<file path="config.mk">
export PLATFORM = sky130hd
export DESIGN_NAME = llTesterTop
export DESIGN_NICKNAME = d
export VERILOG_FILES = /design/src/rtl/llPkg.sv /design/src/rtl/llDatapath.sv /design/src/rtl/llControl.sv /design/src/rtl/llTesterTop.sv
export SDC_FILE = /design/constraint.sdc
export NUM_CORES = 2
export LEC_CHECK = 0
export ABC_AREA = 0
export BUFFER_PORTS_ARGS = -buffer_cell sky130_fd_sc_hd__clkbuf_2
export CAP_MARGIN = 20
export CORE_ASPECT_RATIO = 0.8
export CORE_MARGIN = 2
export CORE_UTILIZATION = 30
export CTS_CLUSTER_DIAMETER = 120
export DETAILED_ROUTE_END_ITERATION = 6
export PLACE_DENSITY_LB_ADDON = 0.12
export SYNTH_ARGS = -nofsm -noshare
export SYNTH_HDL_FRONTEND = slang
export SYNTH_SLANG_ARGS = --single-unit
</file>
<file path="constraint.sdc">
create_clock -name clk -period 48.1 [get_ports clk]
set_input_delay 14.43 -clock clk [delete_from_list [all_inputs] [get_ports clk]]
set_output_delay 14.43 -clock clk [all_outputs]
set_load 0.05 [all_outputs]
</file>
<file path="src/rtl/llPkg.sv">
package llPkg;

  typedef enum logic [1:0] {
    ST_IDLE,
    ST_MUL,
    ST_FOLD,
    ST_FIN
  } llState_t;

  // strobes from the controller to the datapath
  typedef struct packed {
    logic load;     // seed the residue and clear the product
    logic mulStep;  // add one partial product
    logic fold;     // reduce, subtract two, store residue
  } llStrobe_t;

endpackage

</file>
<file path="src/rtl/llDatapath.sv">
module llDatapath #(
  parameter int QMAX = 61,
  parameter int QW   = $clog2(QMAX + 1)
) (
  input  logic             clk,
  input  logic             rstN,
  input  llPkg::llStrobe_t strobe,
  input  logic [QW-1:0]    width,
  input  logic [QW-1:0]    bitIdx,
  output logic             resZero
);
  localparam int W  = QMAX;
  localparam int PW = 2 * QMAX;

  logic [W-1:0]  resid;
  logic [PW-1:0] prod;
  logic [W-1:0]  modMask;
  logic [PW-1:0] wideMask;
  logic [PW-1:0] partial;
  logic [PW-1:0] sum1;
  logic [W-1:0]  sum2;
  logic [W-1:0]  sqMod;
  logic [W-1:0]  nextResid;

  always_comb begin
    modMask  = ~({W{1'b1}} << width);
    wideMask = {{(PW - W){1'b0}}, modMask};
    partial  = resid[bitIdx] ? ({{(PW - W){1'b0}}, resid} << bitIdx) : '0;
    // first fold: high part onto low part
    sum1     = (prod & wideMask) + (prod >> width);
    // second fold absorbs the single carry left over
    sum2     = W'((sum1 & wideMask) + (sum1 >> width));
    sqMod    = (sum2 == modMask) ? '0 : sum2;
    if (sqMod >= W'(2)) nextResid = sqMod - W'(2);
    else                nextResid = sqMod + modMask - W'(2);
  end

  always_ff @(posedge clk) begin
    if (!rstN) begin
      resid <= '0;
      prod  <= '0;
    end else if (strobe.load) begin
      resid <= W'(4);
      prod  <= '0;
    end else if (strobe.mulStep) begin
      prod <= prod + partial;
    end else if (strobe.fold) begin
      resid <= nextResid;
      prod  <= '0;
    end
  end

  assign resZero = (resid == '0);

  // seed is four after a load
  a_r3_seed: assert property (@(posedge clk) disable iff (!rstN)
    strobe.load |=> (resid == W'(4)));

  // stored residue is fully reduced below the modulus
  a_r8_residue_reduced: assert property (@(posedge clk) disable iff (!rstN)
    strobe.fold |=> (resid < $past(modMask)));

  // product register is cleared after every fold
  a_r8_prod_cleared: assert property (@(posedge clk) disable iff (!rstN)
    strobe.fold |=> (prod == '0));

endmodule

</file>
<file path="src/rtl/llControl.sv">
module llControl #(
  parameter int QMAX = 61,
  parameter int QW   = $clog2(QMAX + 1)
) (
  input  logic             clk,
  input  logic             rstN,
  input  logic             start,
  input  logic [QW-1:0]    q,
  input  logic             resZero,
  output llPkg::llStrobe_t strobe,
  output logic [QW-1:0]    width,
  output logic [QW-1:0]    bitIdx,
  output logic             busy,
  output logic             done,
  output logic             isPrime,
  output logic             badQ
);
  import llPkg::*;

  llState_t      state;
  logic [QW-1:0] qReg;
  logic [QW-1:0] iterCnt;
  logic          qOk;
  logic          doneReg;
  logic          badReg;
  logic          primeReg;

  assign qOk = (q >= QW'(3)) && (q <= QW'(QMAX));

  always_comb begin
    strobe.load    = (state == ST_IDLE) && start && qOk;
    strobe.mulStep = (state == ST_MUL);
    strobe.fold    = (state == ST_FOLD);
  end

  always_ff @(posedge clk) begin
    if (!rstN) begin
      state    <= ST_IDLE;
      qReg     <= QW'(3);
      bitIdx   <= '0;
      iterCnt  <= '0;
      doneReg  <= 1'b0;
      badReg   <= 1'b0;
      primeReg <= 1'b0;
    end else begin
      doneReg <= 1'b0;
      badReg  <= 1'b0;
      case (state)
        ST_IDLE: begin
          if (start) begin
            if (qOk) begin
              qReg    <= q;
              bitIdx  <= '0;
              iterCnt <= '0;
              state   <= ST_MUL;
            end else begin
              badReg <= 1'b1;
            end
          end
        end
        ST_MUL: begin
          if (bitIdx == qReg - QW'(1)) begin
            bitIdx <= '0;
            state  <= ST_FOLD;
          end else begin
            bitIdx <= bitIdx + QW'(1);
          end
        end
        ST_FOLD: begin
          iterCnt <= iterCnt + QW'(1);
          if (iterCnt + QW'(1) == qReg - QW'(2)) state <= ST_FIN;
          else                                   state <= ST_MUL;
        end
        default: begin
          doneReg  <= 1'b1;
          primeReg <= resZero;
          state    <= ST_IDLE;
        end
      endcase
    end
  end

  assign width   = qReg;
  assign busy    = (state != ST_IDLE);
  assign done    = doneReg;
  assign isPrime = primeReg;
  assign badQ    = badReg;

  // done lasts one cycle and never overlaps busy
  a_r4_done_pulse: assert property (@(posedge clk) disable iff (!rstN)
    done |=> !done);
  a_r4_done_idle: assert property (@(posedge clk) disable iff (!rstN)
    done |-> !busy);

  // refused exponent raises badQ and starts nothing
  a_r5_reject: assert property (@(posedge clk) disable iff (!rstN)
    ((state == ST_IDLE) && start && !qOk) |=> (badQ && !busy));

  // round counter never passes the required count
  a_r6_iter_bound: assert property (@(posedge clk) disable iff (!rstN)
    busy |-> (iterCnt <= qReg - QW'(2)));

  // verdict changes only together with done
  a_r7_hold: assert property (@(posedge clk) disable iff (!rstN)
    !done |-> $stable(isPrime));

endmodule

</file>
<file path="src/rtl/llTesterTop.sv">
module llTesterTop #(
  parameter int QMAX = 61,
  parameter int QW   = $clog2(QMAX + 1)
) (
  input  logic          clk,
  input  logic          rstN,
  input  logic          start,
  input  logic [QW-1:0] q,
  output logic          busy,
  output logic          done,
  output logic          isPrime,
  output logic          badQ
);
  llPkg::llStrobe_t strobe;
  logic [QW-1:0]    width;
  logic [QW-1:0]    bitIdx;
  logic             resZero;

  llControl #(.QMAX(QMAX), .QW(QW)) ctrl_i (
    .clk(clk), .rstN(rstN), .start(start), .q(q), .resZero(resZero),
    .strobe(strobe), .width(width), .bitIdx(bitIdx),
    .busy(busy), .done(done), .isPrime(isPrime), .badQ(badQ)
  );

  llDatapath #(.QMAX(QMAX), .QW(QW)) dp_i (
    .clk(clk), .rstN(rstN), .strobe(strobe), .width(width),
    .bitIdx(bitIdx), .resZero(resZero)
  );

endmodule

</file>
==> results.py <==
metrics = {
    "layout": {
        "drive_above_1_share_pct": 9.78,
        "syn2layout_area_growth_pct": 5.81,
        "nNetsFinal": 7513,
        "finalInstanceArea_mm2": 0.0561,
        "fin_util_pct": 32.1,
    },
    "yosys": {
        "netlist_area_mm2": 0.0530,
        "yosys_register_bits": 206,
        "mappedNetlistNets": 7823,
        "synth_cell_types": 129,
        "synth_edf_count": 0,
        "yosysWarnings": 0,
        "async_flop_share_pct": 0,
        "synth_area_leaders": "ha_1, mux2i_1, dfxtp_1",
        "syn-mean-instance-area_um2": 7.14,
        "synth_top_area_share_pct": 9.09,
        "yosysSeqAreaShare_pct": 7.78,
        "synth_top_area_cell": "ha_1",
        "synthCells": 7425,
        "ys.flop_type": "dfxtp_1",
    },
    "critical_path": {
        "cp-start-kind": "flip-flop",
        "reg2reg_depth": 63,
        "cp.depth": 63,
        "cp_slowest_cell": "o31ai_1",
        "criticalPathCategory": "reg2reg",
        "cp.required_ns": 48.60,
        "crit_path_end_kind": "flip-flop",
        "cpLargestDelayFamily": "compound AO/OA/AOI/OAI gates",
        "crit_top_cell": "o21ai_0",
        "worst-path-max-fanout": 64,
        "cpPeakStageDelay_ns": 1.08,
        "path_buf_inv": 2,
        "arrival_ns": 21.24,
    },
    "die": {
        "start_util_pct": 30.3,
        "core-area_mm2": 0.175,
        "io_pins": 13,
        "fp-row-count": 137,
        "die_h_um": 380,
        "die-area_mm2": 0.180,
        "fp.dieW_um": 474,
    },
    "cts": {
        "clk_latency_ns": 0.63,
        "postCtsSetupBuffers": 0,
        "cts_sinks": 206,
        "clk_pin_slew_ns": 0.06,
        "cts_tree": "built",
        "clockBufferDepth": 3,
        "cts_root_buffer": "clkbuf_16",
        "cts_resized": 0,
        "htreeDepth": 1,
        "cts_made_buffers": 28,
        "cts_hold_buf": 0,
    },
    "grt": {
        "use_met2_pct": 45.4,
        "grt_usage_pct": 33.4,
        "busiest_layer": "met1",
        "met3_usage_pct": 7.16,
        "grt_use_met1_pct": 51.3,
        "grt_pass1_wl_mm": 438,
        "grt_max_degree": 127,
        "antenna_found_initial": 18,
        "grt_pass1_vias": 55000,
        "overflow": 0,
    },
    "sta": {
        "fmax_mhz": 48.2,
        "slew_violations": 0,
        "rsz0062_at_grt": "no",
        "finalCritPeriodShare_pct": 43.1,
        "hold_violations": 0,
        "fin_hold_ws_ns": 0.512,
        "setup_violations": 0,
        "min_period_ns": 20.73,
        "setup_ws_ns": 27.37,
        "maxSlewHeadroom_pct": 6.80,
        "worst_slew_pin_slew_ns": 1.39,
        "finalClockSkew_ns": 0.0281,
        "fin_setup_tns_ns": 0,
    },
    "placed_design": {
        "placed_area_mm2": 0.0551,
        "post-place-ws_ns": 28.24,
        "dp_hpwl_mm": 256,
        "place.gp.congestion": 1.02,
        "io_buffers": 12,
    },
    "routing": {
        "drtPass1Iterations": 7,
        "vias": 60900,
        "wl_mm": 315,
        "wl_per_cell_um": 33.1,
        "vias_per_cell": 6.41,
        "ant_nets": 0,
        "post-route-drc-count": 0,
        "drt-initial-drc-count": 8786,
    },
    "power": {
        "p_leak_uw": 0.0229,
        "ir_drop_uv": 37.0,
        "power_density_mw_per_mm2": 48.6,
    },
    "job": {
        "drv_cap": 0,
    },
    "min_path": {
        "whs_path_depth": 2,
        "hp-class": "reg2reg",
    },
    "run_status": {
        "outcome": "completed",
    },
}
-- layout by cell type, fill, tap and decap left out, types with 149 or more instances in the layout --
cell / count
mux2i_1: 422
nor2_1: 886
inv_1: 243
xnor2_1: 255
a21o_1: 228
dfxtp_1: 194
a21oi_1: 576
xor2_1: 149
ha_1: 384
mux4_2: 166
o21ai_0: 448
nand2_1: 835
-- Yosys cell counts (19+ instances only) --
| cell type | count |
|---|---|
| buf_6 | 24 |
| or2_2 | 37 |
| mux2_2 | 143 |
| xnor2_1 | 257 |
| nand2_1 | 836 |
| nand3_1 | 130 |
| o22ai_1 | 39 |
| mux2i_1 | 422 |
| a22oi_1 | 121 |
| a21oi_1 | 585 |
| dfxtp_1 | 206 |
| nor4_1 | 57 |
| or3_1 | 46 |
| nand3b_1 | 20 |
| inv_1 | 246 |
| nand2b_1 | 71 |
| a21o_1 | 228 |
| o21bai_1 | 47 |
| o21a_1 | 54 |
| o31ai_1 | 41 |
| a211oi_1 | 95 |
| o221ai_1 | 38 |
| a22o_1 | 41 |
| xor2_1 | 149 |
| buf_2 | 19 |
| a221oi_1 | 37 |
| nor3_1 | 135 |
| and3_1 | 61 |
| and2_1 | 71 |
| nand4_1 | 76 |
| a31oi_1 | 66 |
| nor2_1 | 893 |
| a21boi_0 | 23 |
| nor2b_1 | 111 |
| o21ai_0 | 457 |
| o21ai_1 | 19 |
| o22a_1 | 30 |
| clkbuf_1 | 344 |
| o211ai_1 | 72 |
| ha_1 | 385 |
| buf_1 | 96 |
| mux4_2 | 166 |
-- cells by family (layout without fill, tap and decap cells) --
group,after synthesis,in the layout,share of synthesized area [%]
AOI/OAI and AO/OA,2260,2260,28.2
xor gates and xnor gates,408,408,6.79
adders and majority gates,389,389,9.24
buffers and inverters,764,475,6.16
DFF,206,206,7.78
muxes,747,747,18.8
other,0,9,0
and+or+nand+nor,2651,2651,23.0
-- worst register-to-register path: cells and delay by family, from the launching register on --
kind	cells	cell delay [ns]
AOI/OAI and AO/OA	35	12.02
and+or+nand+nor	15	2.79
adders and majority gates	5	1.76
xor gates and xnor gates	4	1.33
buffers and inverters	2	0.96
DFF	1	0.91
muxes	2	0.83
-- worst paths after layout --
kind,start,endpoint,slack (ns)
worst max-delay path,ctrl_i.width[1]$_SDFFE_PN1P_,dp_i.resid[57]$_SDFFE_PP0P_,27.37
worst min-delay path,dp_i.resid[55]$_SDFFE_PP0P_,dp_i.resid[55]$_SDFFE_PP0P_,0.51
worst max register to register,ctrl_i.width[1]$_SDFFE_PN1P_,dp_i.resid[57]$_SDFFE_PP0P_,27.37
worst min register to register,dp_i.resid[55]$_SDFFE_PP0P_,dp_i.resid[55]$_SDFFE_PP0P_,0.51
-- stage by stage --
stage	total power [uW]	cells
2_1_floorplan	1610	7425
3_3_place_gp	2420	9437
3_5_place_dp	2390	9446
4_1_cts	2630	9497
5_1_grt	2850	9500
6_report	2720	9508
-- layout make-up --
type / instances / area, um2
well taps: 2363 / 2960
flip-flops and latches: 206 / 4160
diodes: 9 / 22.5
repair buffers: 169 / 1280
clock buffers: 41 / 830
inverters: 255 / 973
clock inverters: 10 / 118
multi-input cells: 6455 / 45800
fillers: 19200 / 119000
-- sequential cells by signal, indices dropped and copies added, names as in the netlist --
name	cells
ctrl_i.badQ	1
ctrl_i.bitIdx	6
ctrl_i.done	1
ctrl_i.isPrime	1
ctrl_i.iterCnt	6
ctrl_i.state	2
ctrl_i.width	6
dp_i.prod	122
dp_i.resid	61
-- metal layers --
layer,vias to the layer above,share of wire [%]
li1,26900,-
met1,30200,47
met5,-,0.064
met4,8,3.3
met3,423,11
met2,3421,39
-- power by group --
part,switching (uW),total [uW],internal [uW]
Combinational,1560,2290,727
Clock,94.7,224,130
Sequential,34.0,214,180
Total,1690,2720,1040
Note: power is estimated with default switching activity, not from simulation.
